===== src/rtl/sfa_pkg.sv =====
package sfa_pkg;

    localparam int EXACT_STEPS  = 13;
    localparam int APPROX_STEPS = 2;
    localparam int GROUP_BITS   = 4;

    typedef enum logic [1:0] {
        ST_IDLE,
        ST_RELAX,
        ST_FLIP,
        ST_EXACT
    } seq_state_e;

    typedef struct packed {
        logic a;
        logic b;
        logic cin;
    } bit_in_t;

    typedef struct packed {
        logic sum;
        logic cout;
    } bit_out_t;

    function automatic logic maj3(bit_in_t x);
        return (x.a & x.b) | (x.b & x.cin) | (x.cin & x.a);
    endfunction

    function automatic logic par3(bit_in_t x);
        return x.a ^ x.b ^ x.cin;
    endfunction

    function automatic int span_cycles(int width, int relaxed);
        return EXACT_STEPS * (width - relaxed) + APPROX_STEPS * relaxed
               + ((relaxed != 0) ? 1 : 0);
    endfunction

endpackage


===== src/rtl/sfa_bitcell.sv =====
module sfa_bitcell
    import sfa_pkg::*;
(
    input  bit_in_t  in_i,
    output bit_out_t out_o
);
    // Carry is exact in both regions; the sum bit is used only in the exact region.
    always_comb begin
        out_o.cout = maj3(in_i);
        out_o.sum  = par3(in_i);
    end
endmodule


===== src/rtl/sfa_relax_decode.sv =====
module sfa_relax_decode
    import sfa_pkg::*;
#(
    parameter int W         = 32,
    parameter int MAX_RELAX = 32,
    parameter int GW        = 4,
    parameter int IW        = 6
) (
    input  logic [GW-1:0] grp_i,
    output logic [IW-1:0] relax_bits_o
);
    localparam int LIMIT    = (MAX_RELAX < W) ? MAX_RELAX : W;
    localparam int CAP_GRP  = LIMIT / GROUP_BITS;
    localparam int CAP_BITS = CAP_GRP * GROUP_BITS;

    always_comb begin
        if (int'(grp_i) > CAP_GRP)
            relax_bits_o = IW'(CAP_BITS);
        else
            relax_bits_o = IW'(int'(grp_i) * GROUP_BITS);
    end
endmodule


===== src/rtl/sfa_ctrl.sv =====
module sfa_ctrl
    import sfa_pkg::*;
#(
    parameter int W  = 32,
    parameter int IW = 6,
    parameter int LW = 5,
    parameter int CW = 9
) (
    input  logic          clk,
    input  logic          rst,
    input  logic          start_i,
    input  logic [IW-1:0] relax_bits_i,
    output logic          load_o,
    output logic          commit_o,
    output logic          relaxed_o,
    output logic          flip_o,
    output logic [LW-1:0] bit_idx_o,
    output logic [IW-1:0] relax_q_o,
    output logic          busy_o,
    output logic          done_o,
    output logic [CW-1:0] cycles_o
);
    localparam int SW = $clog2(EXACT_STEPS);
    localparam logic [SW-1:0] EXACT_LAST  = SW'(EXACT_STEPS - 1);
    localparam logic [SW-1:0] APPROX_LAST = SW'(APPROX_STEPS - 1);

    seq_state_e    state_q;
    logic [IW-1:0] bit_q;
    logic [IW-1:0] relax_q;
    logic [SW-1:0] sub_q;
    logic [CW-1:0] cnt_q;
    logic          done_q;

    always_ff @(posedge clk) begin
        if (rst) begin
            state_q <= ST_IDLE;
            bit_q   <= '0;
            relax_q <= '0;
            sub_q   <= '0;
            cnt_q   <= '0;
            done_q  <= 1'b0;
        end else begin
            done_q <= 1'b0;
            case (state_q)
                ST_IDLE: begin
                    if (start_i) begin
                        relax_q <= relax_bits_i;
                        bit_q   <= '0;
                        sub_q   <= '0;
                        cnt_q   <= '0;
                        state_q <= (relax_bits_i != '0) ? ST_RELAX : ST_EXACT;
                    end
                end
                ST_RELAX: begin
                    cnt_q <= cnt_q + CW'(1);
                    if (sub_q == APPROX_LAST) begin
                        sub_q <= '0;
                        bit_q <= bit_q + IW'(1);
                        if (bit_q == relax_q - IW'(1))
                            state_q <= ST_FLIP;
                    end else begin
                        sub_q <= sub_q + SW'(1);
                    end
                end
                ST_FLIP: begin
                    cnt_q <= cnt_q + CW'(1);
                    if (relax_q == IW'(W)) begin
                        state_q <= ST_IDLE;
                        done_q  <= 1'b1;
                    end else begin
                        state_q <= ST_EXACT;
                    end
                end
                ST_EXACT: begin
                    cnt_q <= cnt_q + CW'(1);
                    if (sub_q == EXACT_LAST) begin
                        sub_q <= '0;
                        bit_q <= bit_q + IW'(1);
                        if (bit_q == IW'(W - 1)) begin
                            state_q <= ST_IDLE;
                            done_q  <= 1'b1;
                        end
                    end else begin
                        sub_q <= sub_q + SW'(1);
                    end
                end
                default: state_q <= ST_IDLE;
            endcase
        end
    end

    always_comb begin
        load_o    = (state_q == ST_IDLE) && start_i;
        relaxed_o = (state_q == ST_RELAX);
        flip_o    = (state_q == ST_FLIP);
        commit_o  = ((state_q == ST_RELAX) && (sub_q == APPROX_LAST)) ||
                    ((state_q == ST_EXACT) && (sub_q == EXACT_LAST));
        busy_o    = (state_q != ST_IDLE);
        bit_idx_o = bit_q[LW-1:0];
        relax_q_o = relax_q;
        done_o    = done_q;
        cycles_o  = cnt_q;
    end
endmodule


===== src/rtl/sfa_store.sv =====
module sfa_store
    import sfa_pkg::*;
#(
    parameter int W  = 32,
    parameter int IW = 6,
    parameter int LW = 5
) (
    input  logic          clk,
    input  logic          rst,
    input  logic          load_i,
    input  logic [W-1:0]  a_i,
    input  logic [W-1:0]  b_i,
    input  logic          commit_i,
    input  logic          relaxed_i,
    input  logic          flip_i,
    input  logic [LW-1:0] bit_idx_i,
    input  logic [IW-1:0] relax_bits_i,
    output logic [W-1:0]  sum_o
);
    logic [W-1:0] a_q, b_q, cvec_q, sum_q, low_mask;
    logic         carry_q;
    bit_in_t      cell_in;
    bit_out_t     cell_out;

    generate
        for (genvar i = 0; i < W; i++) begin : g_mask
            assign low_mask[i] = (IW'(i) < relax_bits_i);
        end
    endgenerate

    assign cell_in = '{a: a_q[bit_idx_i], b: b_q[bit_idx_i], cin: carry_q};

    sfa_bitcell u_cell (
        .in_i  (cell_in),
        .out_o (cell_out)
    );

    always_ff @(posedge clk) begin
        if (rst) begin
            a_q     <= '0;
            b_q     <= '0;
            cvec_q  <= '0;
            sum_q   <= '0;
            carry_q <= 1'b0;
        end else if (load_i) begin
            a_q     <= a_i;
            b_q     <= b_i;
            cvec_q  <= '0;
            sum_q   <= '0;
            carry_q <= 1'b0;
        end else if (commit_i) begin
            carry_q <= cell_out.cout;
            if (relaxed_i)
                cvec_q[bit_idx_i] <= cell_out.cout;
            else
                sum_q[bit_idx_i]  <= cell_out.sum;
        end else if (flip_i) begin
            sum_q <= (sum_q & ~low_mask) | (~cvec_q & low_mask);
        end
    end

    assign sum_o = sum_q;
endmodule


===== src/rtl/split_final_adder.sv =====
module split_final_adder
    import sfa_pkg::*;
#(
    parameter int HALF_W    = 16,
    parameter int MAX_RELAX = 32
) (
    input  logic                                            clk,
    input  logic                                            rst,
    input  logic                                            start_i,
    input  logic [2*HALF_W-1:0]                             addend_a_i,
    input  logic [2*HALF_W-1:0]                             addend_b_i,
    input  logic [$clog2(MAX_RELAX/GROUP_BITS+1)-1:0]       relax_grp_i,
    output logic [2*HALF_W-1:0]                             sum_o,
    output logic                                            done_o,
    output logic [$clog2(EXACT_STEPS*2*HALF_W+2)-1:0]       cycles_o
);
    localparam int W  = 2 * HALF_W;
    localparam int IW = $clog2(W + 1);
    localparam int LW = $clog2(W);
    localparam int GW = $clog2(MAX_RELAX / GROUP_BITS + 1);
    localparam int CW = $clog2(EXACT_STEPS * W + 2);

    logic [IW-1:0] relax_bits_w, relax_q_w;
    logic [LW-1:0] bit_idx_w;
    logic          load_w, commit_w, relaxed_w, flip_w, busy_w;

    sfa_relax_decode #(.W(W), .MAX_RELAX(MAX_RELAX), .GW(GW), .IW(IW)) u_dec (
        .grp_i        (relax_grp_i),
        .relax_bits_o (relax_bits_w)
    );

    sfa_ctrl #(.W(W), .IW(IW), .LW(LW), .CW(CW)) u_ctrl (
        .clk          (clk),
        .rst          (rst),
        .start_i      (start_i),
        .relax_bits_i (relax_bits_w),
        .load_o       (load_w),
        .commit_o     (commit_w),
        .relaxed_o    (relaxed_w),
        .flip_o       (flip_w),
        .bit_idx_o    (bit_idx_w),
        .relax_q_o    (relax_q_w),
        .busy_o       (busy_w),
        .done_o       (done_o),
        .cycles_o     (cycles_o)
    );

    sfa_store #(.W(W), .IW(IW), .LW(LW)) u_store (
        .clk          (clk),
        .rst          (rst),
        .load_i       (load_w),
        .a_i          (addend_a_i),
        .b_i          (addend_b_i),
        .commit_i     (commit_w),
        .relaxed_i    (relaxed_w),
        .flip_i       (flip_w),
        .bit_idx_i    (bit_idx_w),
        .relax_bits_i (relax_q_w),
        .sum_o        (sum_o)
    );
endmodule


===== config.mk =====
export PLATFORM = sky130hd
export DESIGN_NAME = split_final_adder
export DESIGN_NICKNAME = d
export VERILOG_FILES = /design/src/rtl/sfa_pkg.sv /design/src/rtl/sfa_bitcell.sv /design/src/rtl/sfa_relax_decode.sv /design/src/rtl/sfa_ctrl.sv /design/src/rtl/sfa_store.sv /design/src/rtl/split_final_adder.sv
export SDC_FILE = /design/constraint.sdc
export NUM_CORES = 1
export LEC_CHECK = 0
export CAP_MARGIN = 25
export CORE_UTILIZATION = 45
export DETAILED_ROUTE_END_ITERATION = 8
export PLACE_DENSITY = 0.68
export REMOVE_ABC_BUFFERS = 1
export SLEW_MARGIN = 20
export SYNTH_ARGS = -nofsm -noshare
export SYNTH_HDL_FRONTEND = slang
export SYNTH_SLANG_ARGS = --single-unit

===== constraint.sdc =====
create_clock -name clk -period 8.5 [get_ports clk]
set_clock_uncertainty 0.2 [all_clocks]
set_input_delay 2.55 -clock clk [delete_from_list [all_inputs] [get_ports clk]]
set_output_delay 2.55 -clock clk [all_outputs]
set_load 0.01 [all_outputs]

======== Word-level counts from Yosys, hierarchy flattened ========
Cells that the tools add are included.
cells by class
  magnitude comparators ................... 35
  reduce and logical (&&, ||, !) cells .... 17
  equal/unequal tests ..................... 14
  multiplexer cells ....................... 34
  bitwise gates (word level) .............. 12
  $add $sub $neg .......................... 4
operators by type and width
  cell                                                   number
  < comparator 5 x 6 -> 1 bit, first input constant      16
  2-to-1 mux 32 bit                                      3
  AND 32 bit                                             2
  bitwise mux 32 bit                                     2
  inverter 32 bit                                        2
  < comparator 4 x 6 -> 1 bit, first input constant      8
  OR 32 bit                                              1
  < comparator 3 x 6 -> 1 bit, first input constant      4
  2-to-1 mux 6 bit                                       4
  case mux 6 bit (3 select lines)                        1
  case mux 9 bit (2 select lines)                        1
  2-to-1 mux 2 bit                                       7
  < comparator 1 x 6 -> 1 bit, first input constant      2
  < comparator 2 x 6 -> 1 bit, first input constant      2
  2-to-1 mux 4 bit                                       3
  case mux 4 bit (3 select lines)                        1
  binary-select mux 1 bit (select 5 bit)                 2
  adder 9 x 1 -> 9 bit, second input constant            1
  2-to-1 mux 9 bit                                       1
  inequality test 2 x 1 -> 1 bit, second input constant  4
  case mux 2 bit (4 select lines)                        1
  AND reduction 2 bit                                    4
  adder 6 x 1 -> 6 bit, second input constant            1
  == test 6 x 5 -> 1 bit, second input constant          1
  other kinds (28)                                       42
word-level totals
  flip-flop bits (word level) ............. 157
  logic and storage cells ................. 127
  input port bits ......................... 71

======== Depth between registers and ports, before layout ========
Gate-level depths: netlist of the first run.
  depth in word-level cells ............... 7
  mapped depth ............................ 11
  mapped depth without buffers ............ 8

======== Modules after synthesis ========
A second synthesis of the first run with hierarchy kept.
unflattened totals
  cell total of the unflattened synthesis .. 954
  area total of the unflattened synthesis .. 8210.4 µm²
by module, submodules not included
  module            area an instance (µm²)  cells each  instances
  sfa_store         6557.5                  755         1
  sfa_ctrl          1591.5                  191         1
  sfa_relax_decode  41.3                    7           1
  sfa_bitcell       20.0                    1           1

======== Worst setup path after synthesis of the first run ========
OpenSTA, ideal clock, no wires.
  path type ............................... input to register
  start ................................... input start_i
  end ..................................... register (tool-made name)
  required time ........................... 8.163 ns
  library setup time ...................... 0.137 ns
  arrival ................................. 3.460 ns
  stages on the path ...................... 6
  setup slack ............................. 4.703 ns
  path through ............................ nand2_1 > nand2b_1 > clkbuf_1 > buf_2 > buf_1 > a211oi_1
RTL lines
  what         line                    text
  from (decl)  split_final_adder.sv:9  input logic start_i,

======== Worst setup path in the final report of the first run ========
  start ................................... input start_i
  end ..................................... register u_ctrl.bit_q[4]
on the way
  cells in the longest elaborated chain, start to end .. 2
ends and longest elaborated chain
  what                             line            text
  inequality test 2 bit (no line)  --
  AND reduction 4 bit (no line)    --
  to (signal assigned)             sfa_ctrl.sv:58  bit_q <= bit_q + IW'(1);
  to (signal assigned)             sfa_ctrl.sv:78  bit_q <= bit_q + IW'(1);
  to (decl)                        sfa_ctrl.sv:28  logic [IW-1:0] bit_q;
No other way between the ends.
A chain may end at the register's enable or synchronous reset.

==> results.yml, run 1 <==
synthesis:
  yosys-top-cells-area: "dfxtp_1, a21oi_1, nand2_1"
  muxShareOfSynthArea: 0.0649
  syn_area_mm2: 0.00740
  synthTopCellsByCount: "nand2_1, a21oi_1, dfxtp_1"
  synth-edff-count: 0
  yosysWarnings: 0
  synth_compound_area_frac: 0.235
  yosys.area_share.simple: 0.193
  ys_ff_latch: 155
  synth_flop_cell: "dfxtp_1"
  synth_fa_ha_area_frac: 0.0213
  synth_most_common_cell: "nand2_1"
  synth_top_area_frac: 0.419
  async_reset_ff_frac: 0
  ys_types: 48
  ys_seq_area_frac: 0.419
  synthCells: 895
  synth_top_family_by_area: "compound AO/OA/AOI/OAI gates"
  syn_area_per_cell_um2: 8.27
  synth.largest_area_cell: "dfxtp_1"
  yosys.area_share.xor_xnor: 0.0130
detailed_routing:
  via_per_inst: 5.76
  drt-initial-drc-count: 456
  vias: 6829
  drt_pass1_iterations: 5
  antenna_left: 0
  drc: 0
  routedWlPerCell_um: 16.6
  routed_wl_um: 19600
worst_setup_path:
  critPathLaunchType: "input pin"
  cp.required_ns: 8.68
  endpoint_kind: "register"
  r2r_cells: 8
  critPathMaxFanout: 77
  worstReg2RegStart: "u_ctrl.bit_q[1]"
  reg2reg_slack_ns: 4.49
  cp.arrival_ns: 4.91
  crit_type: "in -> reg"
die:
  fp-row-count: 46
  start_util: 0.463
  die_height_um: 130
  ios: 113
  chipWidth_um: 130
  core-area_mm2: 0.0160
  die-area_mm2: 0.0170
min_path:
  whs_path_depth: 2
  holdCritPathClass: "reg -> reg"
  min_from: "u_store.b_q[17]"
  worstHoldEndpoint: "u_store.b_q[17]"
global_route:
  grt_max_degree: 78
  grt_pass1_vias: 6309
  grt_use_total: 0.242
  antenna_found_initial: 0
  grt_pass1_wl_um: 31900
  grt-ovfl-total: 0
pwr:
  ir_worst_vdd_mv: 0.150
  cellLeakagePower_nw: 2.91
  power.density_mw_per_mm2: 194
clock_network:
  insertion_delay_ns: 0.44
  cts_hold_buf: 0
  numCtsBuffers: 17
  cts.repair.resized: 0
  clock-sinks: 155
  cts_tree: "done"
  htreeDepth: 4
  post_cts_buffers: 0
  path_clk_slew_ns: 0.06
  ctsRootBufferMaster: "clkbuf_16"
  clk_path_buf_depth: 2
timing:
  slew_violations: 0
  period_share: 0.557
  finalSetupTns_ns: 0
  setup_viol: 0
  relSlewSlack: 0.302
  min_period_ns: 4.73
  max_freq_ghz: 0.211
  worstMarginPinSlew_ns: 1.05
  hold_viol: 0
  grt_setup_unrepaired: "no"
layout:
  multiInputGateArea_mm2: 0.00391
  final_util: 0.568
  area_growth_pct: 22.8
  seq_area_mm2: 0.00310
  n_antenna_cell: 0
  fin_nets: 1039
  fillerInstances: 1565
  drive_gt1_frac: 0.0826
status:
  status: "finished, final reports clean"
place:
  io_buffers: 112
  place.gp.congestion: 0.788
  post-dp-hpwl_um: 12400
flow_run:
  cap_violations: 0
[report_power, final]
part / leakage (nW) / switching, W / total [W] / internal [W]
registers: 1.26 / 0.0000246 / 0.000785 / 0.000761
logic: 1.38 / 0.000142 / 0.000243 / 0.000101
clock network: 0.270 / 0.000329 / 0.000737 / 0.000408
total: 2.91 / 0.000496 / 0.00177 / 0.00127
[cell usage in the layout, fill, tap and decap left out, drive strengths merged, types with 2 or more instances in the layout]
cell type and instances:
a211oi 26, a21o 4, a21oi 158, a311oi 34
a31oi 2, and2 2, and3 2, buf 11
clkbuf 17, clkdlybuf4s50 111, clkinv 5, clkinvlp 4
dfxtp 155, ha 11, inv 18, mux2i 3
mux4 20, nand2 160, nand2b 8, nand3 45
nand3b 5, nand4 15, nor2 38, nor2b 7
nor3 16, nor4 3, nor4b 2, o211ai 4
o21a 3, o21ai 34, o311ai 3, o31ai 14
or2 3, or3 8, xnor2 7, xor2 4
[area by class of cell]
class | instances | share of cell area
clock buffers | 17 | 0.0468
multi-input cells | 647 | 0.430
repair buffers | 122 | 0.131
flip-flops and latches | 155 | 0.341
clock inverters | 15 | 0.0155
well taps | 216 | 0.0297
inverters | 13 | 0.00537
[worst max-delay path by stage]
stage | start | end | slack, ns | cells past startpoint
2_1_floorplan | start_i | u_ctrl.bit_q[4] | 2.28 | 4
3_3_place_gp | start_i | u_ctrl.bit_q[4] | 3.36 | 7
3_5_place_dp | start_i | u_ctrl.bit_q[4] | 3.33 | 7
4_1_cts | start_i | u_ctrl.bit_q[4] | 3.77 | 7
5_1_grt | start_i | u_ctrl.bit_q[4] | 3.58 | 7
6_report | start_i | u_ctrl.bit_q[4] | 3.77 | 7
[cells by family (layout without fill, tap and decap cells)]
| family | count (synthesis) | after routing |
|---|---|---|
| mux | 23 | 23 |
| compound gates | 285 | 285 |
| buf+inv | 93 | 167 |
| fa+ha+maj | 12 | 12 |
| simple gates | 316 | 316 |
| flops | 155 | 155 |
| xor+xnor | 11 | 11 |
[worst max-delay path, cell delays in order]
cell	delay, ns
clkdlybuf4s50_1	0.52
nand2_2	0.10
buf_4	0.60
nand2b_2	0.09
buf_4	0.35
or4_1	0.55
nand2_1	0.08
[stage by stage]
stage | hold slack, ns | total power (W) | worst slack (ns) | std cells | area (µm²)
2_1_floorplan | 0.227 | 0.000937 | 2.28 | 815 | 7050
5_1_grt | 0.269 | 0.00184 | 3.58 | 1185 | 9090
4_1_cts | 0.255 | 0.00177 | 3.77 | 1185 | 9090
3_5_place_dp | 0.246 | 0.00104 | 3.33 | 1153 | 8530
3_3_place_gp | 0.239 | 0.00104 | 3.36 | 1153 | 8530
6_report | 0.253 | 0.00177 | 3.77 | 1185 | 9090
[per-layer routing]
metal  part of all wire  global-route usage  vias up
met5                  0                   0        -
met4              0.015              0.0862        0
met3              0.061              0.0537       26
met2               0.47               0.383      234
met1               0.46               0.324     3210
li1                   -                   -     3359
No activity file was read; power rests on OpenSTA's default activity.
==> run 2, diff against run 1 <==
--- a/config.mk
+++ b/config.mk
@@ -8,7 +8,7 @@
 export CAP_MARGIN = 25
 export CORE_UTILIZATION = 45
 export DETAILED_ROUTE_END_ITERATION = 8
-export PLACE_DENSITY = 0.68
+export PLACE_DENSITY = 0.71
 export REMOVE_ABC_BUFFERS = 1
 export SLEW_MARGIN = 20
 export SYNTH_ARGS = -nofsm -noshare
==> constraint.sdc (replaced) <==
create_clock -name clk -period 4.08 [get_ports clk]
set_clock_uncertainty 0.2 [all_clocks]
set_input_delay 1.224 -clock clk [delete_from_list [all_inputs] [get_ports clk]]
set_output_delay 1.224 -clock clk [all_outputs]
set_load 0.01 [all_outputs]
==> run 2 against run 1 <==
Effect of this change:
- utilization grew 0.52 points
- critical path type is now reg -> reg
- sequential cell count stayed put
- routed wire length up 1.7%
- via count grew 0.38%
- total power up 110%
- non-clock buffer count is 7 higher
- largest cell class unchanged
- register-to-register slack got worse by 4.2 ns
==> results.yml, run 2 (synthesis gave the netlist of run 1 again) <==
status:
  status: "finished, final reports clean"
timing:
  relSlewSlack: 0.372
  max_freq_ghz: 0.265
  worstMarginPinSlew_ns: 0.942
  setup_viol: 0
  min_period_ns: 3.77
  finalWorstSetupSlack_ns: 0.307
  period_share: 0.925
  slew_violations: 0
  hold_viol: 0
  grt_setup_unrepaired: "no"
worst_setup_path:
  endpoint_kind: "register"
  crit_type: "reg -> reg"
  max_stage_delay_ns: 0.91
  slowest_stage: "dfxtp_1"
  cp_cell_sequence: "mux4_2 > mux4_2 > mux2i_1 > fa_1 > nand2_1 > or3_1 > a21oi_1 > a211oi_1"
  critPathMaxFanout: 21
  cp.required_ns: 4.17
  cp.arrival_ns: 3.86
  cp_common_cell: "mux4_2"
  critPathLaunchType: "register"
clock_network:
  numCtsBuffers: 17
  cts.repair.resized: 0
  cts_hold_buf: 0
  insertion_delay_ns: 0.43
  path_clk_slew_ns: 0.06
  clock-sinks: 155
  post_cts_buffers: 0
  ctsRootBufferMaster: "clkbuf_16"
  cts_tree: "done"
  htreeDepth: 4
  clk_path_buf_depth: 2
place:
  place_inst: 1160
  io_buffers: 112
  post-dp-hpwl_um: 13200
  pre_cts_ws_ns: 0.321
  place.gp.congestion: 0.850
die:
  chipWidth_um: 130
  core-area_mm2: 0.0160
  ios: 113
  fp-row-count: 46
  die-area_mm2: 0.0170
  start_util: 0.463
  die_height_um: 130
layout:
  n_antenna_cell: 0
  final_cells: 1192
  drive_gt1_frac: 0.0881
  fin_nets: 1046
  layout_commonest_cell: "nand2_1"
  layout_common_cells: "nand2_1, a21oi_1, dfxtp_1, clkdlybuf4s50_1, nand3_1"
  area_growth_pct: 23.9
  fillerInstances: 1511
min_path:
  holdCritPathClass: "reg -> reg"
global_route:
  grt_pass1_wl_um: 32400
  grt_max_degree: 71
  grt_pass1_vias: 6306
  grt_use_total: 0.246
  grt-ovfl-total: 0
  antenna_found_initial: 0
detailed_routing:
  met3WireLength_um: 1190
  drc: 0
  antenna_left: 0
  drt-initial-drc-count: 521
  routed_wl_um: 19900
  drt_pass1_iterations: 5
  vias: 6855
  routedWlPerCell_um: 16.7
  top_layer: "met4"
  via_per_inst: 5.75
  met1Wirelength_um: 9160
  route.met2.wl_um: 9160
pwr:
  cellLeakagePower_nw: 2.96
  ir_worst_vdd_mv: 0.325
  power.density_mw_per_mm2: 406
flow_run:
  cap_violations: 0
## run 2: changes by cell type in the layout (fill, tap and decap cells not counted), sizes merged
| cell | previous run | this run |
|---|---|---|
| buf | 11 | 18 |
| bufinv | 1 | 2 |
| clkbuf | 17 | 19 |
| clkinv | 5 | 6 |
| clkinvlp | 4 | 3 |
| inv | 18 | 15 |
## run 2: metal layers
metal,vias to the layer above,GRT usage
li1,3373,-
met1,3181,0.337
met2,267,0.383
met3,34,0.0467
met4,0,0.0951
met5,-,0
## run 2: power breakdown
part           internal [W]  switching, W  total [W]  leakage (nW)
sequential          0.00159     0.0000554    0.00164          1.26
clock              0.000920      0.000652    0.00157         0.280
combinational      0.000216      0.000297   0.000514          1.42
## run 2: layout make-up
cell class                 instances  area [µm²]  share of cell area
clock buffer                      19         443              0.0483
clock inverter                    13         141              0.0154
inverter                          13        48.8             0.00532
multi-input combinational        647        3910               0.427
sequential                       155        3100               0.338
tap                              216         270              0.0295
timing repair buffer             129        1260               0.137
## run 2: path summary, 6_finish.rpt
kind	start	to	slack (ns)	cells past startpoint
worst min-delay path	u_store.b_q[10]	u_store.b_q[10]	0.25	2
worst max-delay path	u_ctrl.bit_q[1]	register	0.31	8
worst min register to register	u_store.b_q[10]	u_store.b_q[10]	0.25	2
worst max register to register	u_ctrl.bit_q[1]	register	0.31	8
## run 2: worst max-delay path, delay by kind of cell (launching register included)
family	cells	cell delay (ns)
flops	1	0.91
simple gates	2	0.60
fa+ha+maj	1	0.61
compound gates	2	0.19
mux	3	1.11
## run 2: metrics by stage
| stage | util | hold slack (ns) | instance area [µm²] | TNS, ns | power [W] |
|---|---|---|---|---|---|
| 2_1_floorplan | - | 0.227 | 7050 | -30.81 | 0.00195 |
| 3_3_place_gp | 0.537 | 0.243 | 8590 | 0 | 0.00218 |
| 3_5_place_dp | 0.537 | 0.246 | 8590 | 0 | 0.00218 |
| 4_1_cts | 0.574 | 0.255 | 9180 | 0 | 0.00374 |
| 5_1_grt | 0.574 | 0.271 | 9180 | 0 | 0.00387 |
| 6_report | 0.574 | 0.253 | 9180 | 0 | 0.00373 |
